**src/rtl/gport_inbound_decode.sv**
```systemverilog
module gport_inbound_decode #(
  parameter int AW = 32,
  parameter int LW = 13,
  parameter int PIPE_MAX = 256,
  parameter int PAGE = 4096,
  parameter logic [AW-1:0] COMPAT_LO = AW'('h000C_0000),
  parameter logic [AW-1:0] COMPAT_HI = AW'('h000F_FFFF)
) (
  input  logic          clk,
  input  logic          rst_n,
  input  logic          req_valid,
  input  logic [AW-1:0] req_addr,
  input  logic [LW-1:0] req_len,
  input  logic          req_write,
  input  logic [1:0]    req_cmd,
  input  logic          req_piped,
  input  logic [AW-1:0] cfg_dram_top,
  input  logic [AW-1:0] cfg_ap_base,
  input  logic [AW-1:0] cfg_ap_size,
  input  logic          cfg_smm_en,
  input  logic [AW-1:0] cfg_smm_base,
  input  logic [AW-1:0] cfg_smm_top,
  input  logic          err_clr_wr,
  input  logic          err_clr_data,
  output logic          rsp_valid,
  output logic [1:0]    rsp_outcome,
  output logic [AW-1:0] rsp_addr,
  output logic          rsp_snoop,
  output logic [LW-1:0] rsp_burst,
  output logic          rsp_bad,
  output logic          err_flag
);
  localparam int PB = $clog2(PAGE);
  localparam int XW = AW + 1;
  localparam logic [1:0] O_CLAIM   = 2'd0;
  localparam logic [1:0] O_NOCLAIM = 2'd1;
  localparam logic [1:0] O_REMAP   = 2'd2;
  localparam logic [1:0] O_DROP    = 2'd3;
  localparam logic [1:0] CMD_MEM   = 2'd0;

  logic [LW-1:0] len_eff, page_left;
  logic [XW-1:0] a_x, e_x, ap_hi, top_x, smm_lo_x, smm_hi_x, cw_lo_x, cw_hi_x, ap_lo_x;
  logic a_dram, a_ap, a_smm, e_dram, e_ap, e_smm;
  logic a_legal, fits, too_long;

  assign len_eff   = (req_len == '0) ? LW'(1) : req_len;
  assign page_left = LW'(PAGE) - LW'(req_addr[PB-1:0]);
  assign a_x       = {1'b0, req_addr};
  assign e_x       = a_x + XW'(len_eff) - XW'(1);
  assign top_x     = {1'b0, cfg_dram_top};
  assign ap_lo_x   = {1'b0, cfg_ap_base};
  assign ap_hi     = ap_lo_x + {1'b0, cfg_ap_size};
  assign smm_lo_x  = {1'b0, cfg_smm_base};
  assign smm_hi_x  = {1'b0, cfg_smm_top};
  assign cw_lo_x   = {1'b0, COMPAT_LO};
  assign cw_hi_x   = {1'b0, COMPAT_HI};

  assign a_dram = (a_x < top_x) || (a_x >= cw_lo_x && a_x <= cw_hi_x);
  assign e_dram = (e_x < top_x) || (e_x >= cw_lo_x && e_x <= cw_hi_x);
  assign a_ap   = (a_x >= ap_lo_x) && (a_x < ap_hi);
  assign e_ap   = (e_x >= ap_lo_x) && (e_x < ap_hi);
  assign a_smm  = cfg_smm_en && (a_x >= smm_lo_x) && (a_x < smm_hi_x);
  assign e_smm  = cfg_smm_en && (e_x >= smm_lo_x) && (e_x < smm_hi_x);
  // A burst that jumps over the SMM range entirely is caught by e_smm only
  // when it ends inside; any span over SMM is longer than the range here.
  logic span_smm;
  assign span_smm = cfg_smm_en && (a_x < smm_lo_x) && (e_x >= smm_lo_x);

  assign a_legal  = (a_dram || a_ap) && !a_smm;
  assign fits     = a_ap ? e_ap : (e_dram && !e_smm && !span_smm);
  assign too_long = len_eff > LW'(PIPE_MAX);

  logic [1:0]    n_out;
  logic [AW-1:0] n_addr;
  logic          n_snoop, n_bad, n_err;
  logic [LW-1:0] n_burst;

  always_comb begin
    n_out   = O_NOCLAIM;
    n_addr  = req_addr;
    n_snoop = 1'b0;
    n_burst = '0;
    n_bad   = 1'b0;
    n_err   = 1'b0;
    if (req_cmd != CMD_MEM) begin
      n_out = O_NOCLAIM;
    end else if (!req_piped) begin
      if (a_dram || a_ap) begin
        n_out   = O_CLAIM;
        n_snoop = !a_ap;
        n_burst = (len_eff < page_left) ? len_eff : page_left;
      end
    end else if (!a_legal) begin
      n_err = 1'b1;
      if (req_write) n_out = O_DROP;
      else begin
        n_out  = O_REMAP;
        n_addr = '0;
      end
    end else if (too_long || !fits) begin
      n_err = 1'b1;
      if (req_write) n_out = O_DROP;
      else begin
        n_out = O_CLAIM;
        n_bad = 1'b1;
      end
    end else begin
      n_out = O_CLAIM;
    end
  end

  always_ff @(posedge clk or negedge rst_n) begin
    if (!rst_n) begin
      rsp_valid   <= 1'b0;
      rsp_outcome <= O_NOCLAIM;
      rsp_addr    <= '0;
      rsp_snoop   <= 1'b0;
      rsp_burst   <= '0;
      rsp_bad     <= 1'b0;
      err_flag    <= 1'b0;
    end else begin
      rsp_valid <= req_valid;
      if (req_valid) begin
        rsp_outcome <= n_out;
        rsp_addr    <= n_addr;
        rsp_snoop   <= n_snoop;
        rsp_burst   <= n_burst;
        rsp_bad     <= n_bad;
      end
      err_flag <= (req_valid && n_err) || (err_flag && !(err_clr_wr && err_clr_data));
    end
  end
endmodule

```
**config.mk**
```make
export PLATFORM = sky130hd
export DESIGN_NAME = gport_inbound_decode
export DESIGN_NICKNAME = d
export VERILOG_FILES = /design/src/rtl/gport_inbound_decode.sv
export SDC_FILE = /design/constraint.sdc
export NUM_CORES = 1
export LEC_CHECK = 0
export CAP_MARGIN = 20
export CORE_MARGIN = 1
export CORE_UTILIZATION = 48
export CTS_CLUSTER_SIZE = 40
export DETAILED_ROUTE_END_ITERATION = 8
export GPL_TIMING_DRIVEN = 0
export PLACE_DENSITY_LB_ADDON = 0.05
export SLEW_MARGIN = 20
export SYNTH_ARGS = -nofsm -noshare
export SYNTH_HDL_FRONTEND = slang
export SYNTH_SLANG_ARGS = --single-unit
```
**constraint.sdc**
```tcl
create_clock -name clk -period 1.2 [get_ports clk]
set_input_delay 0.18 -clock clk [delete_from_list [all_inputs] [get_ports clk]]
set_output_delay 0.18 -clock clk [all_outputs]
set_load 0.02 [all_outputs]
```
# Word level (Yosys, flattened, before mapping)
# Cells that the tools add are included.
[totals] wordCells=86 reg_bits=51 output_inout_bits=51 inputBits=215
[op_classes] magnitude_cmp=17 mux=29 add_sub_neg=4 n_reduce_logical=29
[ops] cell="32-bit two-way mux" n=4
[ops] cell="32-bit less-than comparator" n=3
[ops] cell="33-bit by 32-bit greater-or-equal comparator with 1-bit output" n=2
[ops] cell="33-bit by 32-bit less-than comparator with 1-bit output" n=2
[ops] cell="13-bit two-way mux" n=5
[ops] cell="32-bit greater-or-equal comparator" n=2
[ops] cell="32-bit by 13-bit adder with 33-bit output" n=1
[ops] cell="32-bit by 32-bit adder with 33-bit output" n=1
[ops] cell="33-bit by 20-bit greater-or-equal comparator with 1-bit output (second input constant)" n=1
[ops] cell="33-bit by 20-bit less-or-equal comparator with 1-bit output (second input constant)" n=1
[ops] cell="32-bit by 33-bit less-than comparator with 1-bit output" n=1
[ops] cell="33-bit less-than comparator" n=1
[ops] cell="33-bit by 1-bit subtractor with 33-bit output (second input constant)" n=1
[ops] cell="32-bit by 20-bit greater-or-equal comparator with 1-bit output (second input constant)" n=1
[ops] cell="32-bit by 20-bit less-or-equal comparator with 1-bit output (second input constant)" n=1
[ops] cell="1-bit logical AND" n=16
[ops] cell="1-bit two-way mux" n=15
[ops] cell="13-bit by 9-bit > comparator with 1-bit output (second input constant)" n=1
[ops] cell="13-bit logical NOT" n=1
[ops] cell="13-bit less-than comparator" n=1
[ops] cell="13-bit by 12-bit subtractor with 13-bit output (first input constant)" n=1
[ops] cell="2-bit two-way mux" n=5
[ops] cell="1-bit logical NOT" n=6
[ops] cell="1-bit logical OR" n=5
[ops] cell="2-bit nonzero test" n=1

# Logic depth before layout (Yosys ltp)
# Gate-level depths: netlist of the first run.
[depth] word_depth=19 ltp_mapped=28 ltp_nobuf=28

# Least setup slack after synthesis of the first run
# No wires, ideal clock.
[synth_timing] path_kind="in2reg" start="input port cfg_ap_base[0]" end="register rsp_addr[10]" setup_ps=66 arrival_time_ps=5113 path_slack_ps=-3979 stages=25 required_ps=1134 path_buffers=1 cell_sequence="ha_1 -> fa_1 -> a21oi_1 -> o21ai_0 -> a2111oi_0 -> nor2_1 -> o21a_1 -> o21a_1 -> o21a_1 -> o21ai_0 -> nand2b_1 -> a21oi_1 -> xor2_1 -> ha_1 -> a21o_1 -> a21o_1 -> a21oi_1 -> o21ai_0 -> a211o_1 -> a31oi_1 -> o2bb2ai_1 -> a32o_1 -> a21oi_1 -> clkbuf_1 -> a22o_1"
[synth_via] elab_chain_cells=8 word_cells_on_any_way=9 classes_between="add/sub (1); order compare (2); mux (3); reduce/logical (3)"
[synth_lines] item="from (decl)" line="18" rtl="input logic [AW-1:0] cfg_ap_base,"
[synth_lines] item="32-bit by 32-bit adder with 33-bit output" line="52" rtl="assign ap_hi = ap_lo_x + {1'b0, cfg_ap_size};"
[synth_lines] item="32-bit by 33-bit less-than comparator with 1-bit output" line="60" rtl="assign a_ap = (a_x >= ap_lo_x) && (a_x < ap_hi);"
[synth_lines] item="1-bit logical AND *" line="60"
[synth_lines] item="1-bit logical OR *" line="69" rtl="assign a_legal = (a_dram || a_ap) && !a_smm;"
[synth_lines] item="1-bit logical AND *" line="69"
[synth_lines] item="32-bit two-way mux *" line="93" rtl="end else if (!a_legal) begin"
[synth_lines] item="32-bit two-way mux *" line="87" rtl="end else if (!req_piped) begin"
[synth_lines] item="32-bit two-way mux *" line="85" rtl="if (req_cmd != CMD_MEM) begin"
[synth_lines] item="to (signal assigned)" line="125" rtl="rsp_addr <= n_addr;"
[synth_lines] item="to (decl)" line="27" rtl="output logic [AW-1:0] rsp_addr,"
# Mark *: on every way between the ends. The rest lies on a longest branch, timed or not.
# A chain may end at the register's enable or synchronous reset.

# Worst setup path in the final report of the first run
[layout_timing] start="input port req_addr[17]" end="register rsp_outcome[0]"
[layout_via] elab_chain_cells=15 word_cells_on_any_way=44 classes_between="add/sub (2); order compare (15); mux (6); reduce/logical (21)"
[layout_lines] item="from (decl)" line="12" rtl="input logic [AW-1:0] req_addr,"
[layout_lines] item="32-bit by 13-bit adder with 33-bit output" line="49" rtl="assign e_x = a_x + XW'(len_eff) - XW'(1);"
[layout_lines] item="33-bit by 1-bit subtractor with 33-bit output" line="49"
[layout_lines] item="33-bit by 32-bit greater-or-equal comparator with 1-bit output" line="63, 67"
[layout_lines] item="1-bit logical AND (2 in a row)" line="63" rtl="assign e_smm = cfg_smm_en && (e_x >= smm_lo_x) && (e_x < smm_hi_x);"
[layout_lines] item="1-bit logical NOT" line="70" rtl="assign fits = a_ap ? e_ap : (e_dram && !e_smm && !span_smm);"
[layout_lines] item="1-bit logical AND (2 in a row)" line="70"
[layout_lines] item="1-bit two-way mux" line="70"
[layout_lines] item="1-bit logical NOT" line="100" rtl="end else if (too_long || !fits) begin"
[layout_lines] item="1-bit logical OR" line="100"
[layout_lines] item="2-bit two-way mux" line="100"
[layout_lines] item="2-bit two-way mux" line="93"
[layout_lines] item="2-bit two-way mux *" line="87"
[layout_lines] item="2-bit two-way mux *" line="85"
[layout_lines] item="to (signal assigned)" line="124" rtl="rsp_outcome <= n_out;"
[layout_lines] item="to (decl)" line="26" rtl="output logic [1:0] rsp_outcome,"
# Marks and branches as above.

==> results_dict.tcl, run 1 <==
set metrics [dict create \
    die_height_um 172.3 \
    wl_per_cell_um 18.98 \
    grt_max_degree 34 \
    numCtsBuffers 5 \
    place_congestion 1.005 \
    required_ns 1.43 \
    finish.utilization_pct 66.45 \
    ys_warn_count 0 \
    drc 0 \
    worstSetupStartpointType "input port" \
    ant_nets 0 \
    syn_inst 1723 \
    grt_pass1_wl_um 70440 \
    placementRows 61 \
    min_path_cells 4 \
    portBuffers 265 \
    pin_count 266 \
    cap_violations 0 \
    timing.setup.tns_ns -182.70 \
    ir_drop_mv 0.5077 \
    ys_ff_latch 51 \
    placed_cells_incl_taps 2367 \
    dpl_cell_area_mm2 0.01725 \
    syn-cell-area_mm2 0.01393 \
    ys.flop_type "dfrtp_1" \
    vias_per_cell 5.930 \
    r2r-start "rsp_outcome[0]" \
    grt_pass1_vias 14060 \
    layoutNonFillerInstCount 2443 \
    ys_top_cells_by_count "418 x ha_1, 228 x inv_1, 148 x a21oi_1" \
    switching_share_pct 47.49 \
    hold_path.class "in -> reg" \
    initial_core_util_pct 49.45 \
    final-hold-violation-count 0 \
    cp-startpoint "req_addr[17]" \
    power_frac_clock_pct 9.3 \
    die-area_mm2 0.02970 \
    violations "negative setup slack" \
    worst_path_most_repeated_cell "a21o_1" \
    first_pass_iters 5 \
    reg2regPathDepth 3 \
    pwr-share-seq_pct 12.8 \
    synth_nets 2358 \
    nets 2698 \
    layout_min_cycle_time_ns 5.105 \
    critical_path_arrival_ns 5.34 \
    cp_slowest_cell "clkdlybuf4s50_1" \
    clk_latency_ns 0.29 \
    comb_power_share_pct 77.9 \
    routed.top_layer "met4" \
    synth_cell_types 82 \
    grt_overflow 0 \
    tritoncts "done" \
    place_ws_ns -5.456 \
    synth.top_cell.area_share_pct 37.55 \
    drt_iter0_drc 680 \
    wl_um 46360 \
    synth_edf_count 0 \
    design_area_mm2 0.01871 \
    clk_pin_slew_ns 0.07 \
    clock_skew_ns 0 \
    setup_ws_ns -3.905 \
    path_cells "clkdlybuf4s50_1, ha_1, a21o_1, a311oi_1, nand2_1, nor4_2, nor2_1, xor2_2, ha_1, a21o_1, a21o_1, a21oi_1, o21ai_0, a221o_1, a21oi_1, o211ai_1, o2111ai_4, o2111a_1, o31ai_2, nand3_1" \
    cellPowerDensity_mw_per_mm2 806.1 \
    grt_usage_pct 30.42 \
    async_flop_share_pct 100.0 \
    crit_type "in -> reg" \
    antenna_found_initial 0 \
    dr_wl_met3_um 1953 \
    path_max_fanout 9 \
    min_period_over_period_pct 425.4 \
    final_max_slew_viol_count 0 \
    max_stage_delay_ns 0.70 \
    layout-drive-gt1-share_pct 12.65 \
    vias 14490 \
    tightestPinTransition_ns 1.115 \
    cts_htree_levels 2 \
    core_area_mm2 0.02816 \
    syn_avg_cell_area_um2 8.083 \
    ys_seq_area_share_pct 9.173 \
    yosysTopAreaCell "ha_1" \
    endpoint_kind "flip-flop" \
    root_buffer "clkbuf_16" \
    met1_length_um 21190 \
    yosys-top-cells-area "ha_1 38%, dfrtp_1 9.0%, inv_1 6.1%, a21o_1 5.9%, a21oi_1 5.3%" \
    cts.sinks 51 \
    routed-wl-met2_um 21380 \
    p_leak_nw 9.605 \
    max_freq_mhz 195.9 \
    status "complete, but fails checks" \
    syn_to_final_growth_pct 34.37 \
    rsz0062_at_grt "yes" \
    power.internal_mw 7.922 \
    p_sw_mw 7.165 \
    max_slew_margin_pct 25.10 \
    yosysMostFrequentCell "ha_1" \
    die_width_um 172.3 \
    hp-start "req_len[5]" \
    setup_viol 50 \
    hpwl_um 39520 \
    cts_buffer_depth 2 \
    fillCellCount 2407 \
]
[sequential cells by signal, summed over array words and instances (netlist names)]
name / flops
rsp_burst: 13
rsp_bad: 1
rsp_addr: 32
rsp_valid: 1
rsp_snoop: 1
rsp_outcome: 2
err_flag: 1
[final cells by class]
type                            instances  area, µm²  share of cell area [%]
Clock buffer                            5      125.1                  0.6686
Buffer                                 31      172.7                  0.9226
Multi-Input combinational cell       1413      12610                   67.40
Clock inverter                          3      23.77                  0.1270
Inverter                              228      855.8                   4.573
Sequential cell                        51       1277                   6.826
Tap cell                              378      473.0                   2.527
Timing Repair Buffer                  333       3171                   16.94
Antenna cell                            1      2.502                 0.01337
[path summary, 6_finish.rpt]
| path | end | slack, ns |
|---|---|---|
| min in group asynchronous | rsp_burst[1] | 0.35 |
| hold reg to reg | rsp_bad | 0.48 |
| hold / removal | rsp_burst[5] | 0.32 |
| max in group asynchronous | rsp_outcome[0] | 0.27 |
| setup / recovery | rsp_outcome[0] | -3.90 |
| setup reg to reg | rsp_outcome[0] | 0.25 |
[worst max-delay path, delay by kind of cell]
family	cells	cell delay (ns)
AOI/OAI and AO/OA	12	2.48
and+or+nand+nor	4	0.82
adders and majority gates	2	0.72
buffers and inverters	1	0.70
xor gates and xnor gates	1	0.42
[power groups by stage]
stage	combinational, mW	sequential, mW	clock [mW]
floorplan	6.63	2.12	0
global placement	9.91	1.96	0
detailed placement	10.2	1.96	0
CTS	11.1	1.92	1.41
global route	12.9	1.94	1.49
finish	11.8	1.93	1.40
[placed cells by master, fill, tap and decap left out, drive strengths merged, types with 39 or more instances in the layout]
master	count
o21ai	75
nand4	54
a21oi	150
nor2	77
clkbuf	42
a21o	110
nand2	61
clkdlybuf4s50	161
ha	418
buf	86
dfrtp	50
xnor2	39
a22o	45
dlygate4sd2	41
inv	229
[routing by layer]
metal,global-route usage [%],vias up
met5,0,-
met4,13.24,0
met3,0.7324,84
met2,52.21,446
met1,39.80,6847
li1,-,7111
[timing repair]
item	4_1_cts	5_1_grt
setup buffers	37	28
endpoints found under the setup margin	101	75
pin swaps	64	69
hold endpoints to repair	18	0
gates resized for setup	261	114
hold buffers	1	0
cloned	4	0
[logic make-up after synthesis]
family,after synthesis,synth area share (%)
AO/OA/AOI/OAI,544,26.71
adder cells (fa/ha/maj),420,37.84
AND/OR/NAND/NOR,374,14.44
buffers and inverters,259,6.989
XOR/XNOR,61,3.836
flip-flops,51,9.173
multiplexers,14,1.015
[through the flow]
step	hold slack (ns)	total power [mW]
after CTS	0.3156	14.39
after global routing	0.3495	16.37
after global placement	0.4691	11.87
final	0.3195	15.09
after detailed placement	0.1420	12.18
after floorplan	-0.1156	8.745
(Power assumes the default switching activity.)
==> run 2: changes to the inputs <==
- clock period: 1.2 -> 4.61 ns (I/O delays scaled with it)
==> results_dict.tcl, run 2 (same netlist as run 1, synthesis figures left out) <==
set metrics [dict create \
    vias_per_cell 5.901 \
    drt_iter0_drc 742 \
    antenna_found_initial 0 \
    final-hold-violation-count 0 \
    hpwl_um 39540 \
    die_height_um 172.3 \
    cellPowerDensity_mw_per_mm2 210.9 \
    die-area_mm2 0.02970 \
    rsz0062_at_grt "yes" \
    nets 2693 \
    worst_path_most_repeated_cell "o21a_1" \
    place_congestion 1.004 \
    final_cell_mix "398 x ha_1, 222 x inv_1, 207 x clkdlybuf4s50_1" \
    tightestPinTransition_ns 1.184 \
    grt_pass1_wl_um 70990 \
    final_common_cell "ha_1" \
    fillCellCount 2384 \
    cts_hold_buffers 0 \
    cp.depth 26 \
    max_slew_margin_pct 20.46 \
    hold_ws_ns 0.4053 \
    required_ns 4.83 \
    grt_usage_pct 30.65 \
    root_buffer "clkbuf_16" \
    wl_um 46450 \
    endpoint_kind "flip-flop" \
    hold_path.class "in -> async" \
    portBuffers 265 \
    reg2regPathDepth 3 \
    cts_buffer_depth 2 \
    placementRows 61 \
    worstSetupStartpointType "input port" \
    cap_violations 0 \
    max_stage_delay_ns 0.44 \
    grt_max_degree 28 \
    critPathTopFamily "compound AO/OA/AOI/OAI gates" \
    tritoncts "done" \
    cp-startpoint "cfg_ap_base[0]" \
    antenna_cells 0 \
    critical_path_arrival_ns 5.74 \
    r2r-start "rsp_outcome[0]" \
    max_freq_mhz 181.2 \
    clock_skew_ns 0 \
    first_pass_iters 5 \
    ant_nets 0 \
    layout_min_cycle_time_ns 5.518 \
    ir_drop_mv 0.1393 \
    die_width_um 172.3 \
    timing.setup.tns_ns -39.40 \
    regMostFlops "rsp_addr" \
    reg2reg_slack_ns 3.66 \
    core_area_mm2 0.02816 \
    p_leak_nw 9.525 \
    path_max_fanout 4 \
    vias 14380 \
    clk_latency_ns 0.29 \
    violations "negative setup slack" \
    grt_overflow 0 \
    initial_core_util_pct 49.45 \
    cp_slowest_cell "a2111oi_4" \
    setup_viol 50 \
    reg_top3 "rsp_addr (32), rsp_burst (13), rsp_outcome (2)" \
    largest_reg_flops 32 \
    grt_pass1_vias 13910 \
    pin_count 266 \
    numCtsBuffers 5 \
    syn_to_final_growth_pct 34.20 \
    status "complete, but fails checks" \
    cts.sinks 51 \
    wl_per_cell_um 19.06 \
    path_buf_inv 2 \
    drc 0 \
    clk_pin_slew_ns 0.07 \
    setup_ws_ns -0.9085 \
    layout-drive-gt1-share_pct 12.29 \
    cts_htree_levels 2 \
    crit_type "in -> reg" \
    min_period_over_period_pct 119.7 \
    final_max_slew_viol_count 0 \
]
[run 2: worst paths after layout]
kind,endpoint
worst max register to register,rsp_outcome[0]
worst max-delay path,rsp_bad
worst min register to register,err_flag
worst min-delay path,rsp_burst[2]
max in group asynchronous,rsp_outcome[0]
min in group clk,err_flag
[run 2: per-stage QoR]
| stage | util, % | total power [mW] | setup WS (ns) | cells | area [µm²] |
|---|---|---|---|---|---|
| floorplan | - | 2.276 | -0.4341 | 1723 | 14110 |
| global placement | 61.19 | 3.095 | -2.449 | 2366 | 17230 |
| detailed placement | 61.27 | 3.179 | -2.397 | 2367 | 17260 |
| CTS | 64.77 | 3.746 | -1.096 | 2413 | 18240 |
| global route | 66.36 | 4.285 | -1.126 | 2437 | 18690 |
| finish | 66.36 | 3.941 | -0.9085 | 2437 | 18690 |
[run 2: timing repair]
action                     4_1_cts  5_1_grt
resized for setup              190      119
setup endpoints to repair       50       50
buffers inserted                35       28
pin swaps                       61       63
cloned                           4        0
[run 2: cell type report]
cell class	instances	area [µm²]	share of cell area (%)
buffer	31	162.7	0.8703
clock buffer	7	142.6	0.7632
clock inverter	1	8.758	0.04686
inverter	228	855.8	4.579
multi-input combinational	1413	12580	67.33
sequential	51	1277	6.835
tap	378	473.0	2.530
timing repair buffer	328	3186	17.04
[run 2: report_power, final]
part           internal (mW)  leakage [nW]  switching [mW]
registers              0.482         0.647          0.0204
logic                   1.40          8.80            1.67
clock network          0.217        0.0741           0.159
[run 2: metal layers]
layer  track usage [%]  wire, µm  part of all wire (%)  up-vias
li1                  -         -                     -     7094
met1             40.58     21230                    46     6788
met2             53.21     21800                    47      424
met3            0.8469      1951                   4.2       75
met4             10.58      1467                   3.2        0
met5                 0         0                     0        -
==> run 3: changes to the inputs <==
--- a/config.mk
+++ b/config.mk
@@ -7,2 +7,3 @@
 export LEC_CHECK = 0
+export ABC_CLOCK_PERIOD_IN_PS = 4610
 export CAP_MARGIN = 20
@@ -12,3 +13,2 @@
 export DETAILED_ROUTE_END_ITERATION = 8
-export GPL_TIMING_DRIVEN = 0
 export PLACE_DENSITY_LB_ADDON = 0.05
==> constraint.sdc (replaced) <==
create_clock -name clk -period 4.61 [get_ports clk]
set_input_delay 1.383 -clock clk [delete_from_list [all_inputs] [get_ports clk]]
set_output_delay 1.383 -clock clk [all_outputs]
set_load 0.02 [all_outputs]
==> results_dict.tcl, run 3 (same netlist as run 1, synthesis figures left out) <==
set metrics [dict create \
    status "complete, but fails checks" \
    violations "negative setup slack" \
    largest_reg_flops 32 \
    switching_share_pct 44.24 \
    drt_iter0_drc 1211 \
    setup_viol 50 \
    cellPowerDensity_mw_per_mm2 209.2 \
    die-area_mm2 0.02970 \
    root_buffer "clkbuf_16" \
    cts.sinks 51 \
    design_area_mm2 0.02181 \
    placed_cells_incl_taps 2805 \
    pin_count 266 \
    nets 3106 \
    worstSetupStartpointType "input port" \
    min_path_cells 1 \
    path_max_fanout 6 \
    max_freq_mhz 159.9 \
    gr-usage-met3_pct 1.740 \
    use_met1_pct 45.70 \
    grt_pass1_vias 16040 \
    numCtsBuffers 5 \
    required_ns 4.85 \
    antenna_cells 0 \
    tightestPinTransition_ns 0.8074 \
    cts_buffer_depth 2 \
    initial_core_util_pct 49.45 \
    reg2reg_slack_ns 3.66 \
    p_sw_mw 2.018 \
    layoutNonFillerInstCount 2850 \
    clk_latency_ns 0.30 \
    clock_skew_ns 0 \
    critical_path_arrival_ns 6.49 \
    antenna_found_initial 0 \
    place_ws_ns -2.625 \
    syn_to_final_growth_pct 56.59 \
    ant_nets 0 \
    setup_ws_ns -1.645 \
    hpwl_um 45320 \
    layout-drive-gt1-share_pct 26.66 \
    dpl_cell_area_mm2 0.02063 \
    clk_pin_slew_ns 0.07 \
    final_max_slew_viol_count 0 \
    pwr-share-seq_pct 11.1 \
    layout_min_cycle_time_ns 6.255 \
    tritoncts "done" \
    p_leak_nw 11.53 \
    cts_hold_buffers 0 \
    cap_violations 0 \
    max_slew_margin_pct 44.78 \
    portBuffers 265 \
    reg2reg_to "rsp_outcome[0]" \
    final_cell_mix "491 x buf_4, 399 x ha_1, 233 x clkdlybuf4s50_1" \
    die_width_um 172.3 \
    power.internal_mw 2.544 \
    reg_top3 "rsp_addr (32), rsp_burst (13), rsp_outcome (2)" \
    rsz0062_at_grt "yes" \
    grt_max_degree 41 \
    gr-usage-met2_pct 59.91 \
    core_area_mm2 0.02816 \
    vias 16450 \
    die_height_um 172.3 \
    crit_type "in -> reg" \
    hold_path.class "reg -> reg" \
    grt_pass1_wl_um 80820 \
    place_congestion 0.9818 \
    grt_overflow 0 \
    final-hold-violation-count 0 \
    hp-start "rsp_addr[20]" \
    power_frac_clock_pct 8.1 \
    ir_drop_mv 0.1305 \
    drc 0 \
    timing.setup.tns_ns -77.27 \
    regMostFlops "rsp_addr" \
    holdPathEnd "rsp_addr[20]" \
    vias_per_cell 5.772 \
    placementRows 61 \
    grt_usage_pct 35.14 \
    r2r-start "rsp_outcome[0]" \
    grt.busiest_layer "met2" \
    first_pass_iters 5 \
    final_common_cell "buf_4" \
    comb_power_share_pct 80.9 \
    endpoint_kind "flip-flop" \
    wl_per_cell_um 19.22 \
    reg2regPathDepth 3 \
    cts_htree_levels 2 \
    wl_um 54790 \
    min_period_over_period_pct 135.7 \
]
## run 3: power groups by stage
stage | sequential [mW] | clock (mW) | combinational (mW)
3_3_place_gp | 0.509 | 0 | 3.22
4_1_cts | 0.504 | 0.365 | 3.50
5_1_grt | 0.508 | 0.380 | 4.02
6_report | 0.504 | 0.368 | 3.69
2_1_floorplan | 0.551 | 0 | 1.73
3_5_place_dp | 0.511 | 0 | 3.33
## run 3: routing by layer
layer | wire length, µm | up-vias | part of all wire (%)
met5 | 0 | - | 0
met4 | 2366 | 0 | 4.3
met3 | 2767 | 131 | 5.1
met2 | 25410 | 609 | 46
met1 | 24250 | 7810 | 44
li1 | - | 7899 | -
## run 3: worst max path at each step
stage | slack, ns | from | end | cells past startpoint
after detailed placement | -2.62 | req_len[7] | err_flag | 26
after floorplan | -1.13 | req_len[6] | rsp_outcome[0] | 28
final | -1.65 | cfg_ap_size[9] | rsp_addr[18] | 27
after global placement | -2.30 | req_len[7] | err_flag | 27
after global routing | -1.81 | cfg_ap_size[9] | rsp_addr[18] | 27
after CTS | -1.66 | req_len[7] | rsp_outcome[0] | 29
## run 3: worst max-delay path, stage by stage
cell and delay [ns]:
clkdlybuf4s50_1 0.50, ha_4 0.23, a21oi_2 0.22, o21ai_2 0.12, a2111oi_4 0.21, buf_4 0.18, nor2_2 0.04, o21a_1 0.23
o21a_1 0.18, o21a_1 0.19, o21ai_2 0.16, nand2b_1 0.08, a21oi_2 0.13, xor2_1 0.20, ha_1 0.28, a21o_1 0.17
a21o_1 0.18, a21oi_2 0.15, o21ai_2 0.10, a211o_1 0.31, a31oi_4 0.20, o2bb2ai_4 0.11, a32o_2 0.31, a21oi_4 0.22
buf_12 0.15, clkbuf_16 0.14, a22o_1 0.13
## run 3: layout make-up
| type | count | area, µm² |
|---|---|---|
| inverter | 228 | 855.8 |
| clock inverter | 3 | 20.02 |
| multi-input combinational | 1413 | 12480 |
| tap | 378 | 473.0 |
| sequential | 51 | 1277 |
| clock buffer | 5 | 125.1 |
| fill | 2042 | 6355 |
| timing repair buffer | 772 | 6574 |
## run 3: per-stage QoR
stage	util (%)	hold slack [ns]	power [mW]
floorplan	-	0.5852	2.276
global placement	73.26	0.4868	3.731
detailed placement	73.26	0.4836	3.839
CTS	75.89	0.5094	4.372
global route	77.44	0.5308	4.906
finish	77.44	0.5113	4.562
## run 3: repair_timing
item                       in CTS  in global routing
setup endpoints to repair      50                 50
resized for setup             131                 74
pin swaps                      65                 80
buffers inserted               26                 12
cloned                          2                  1
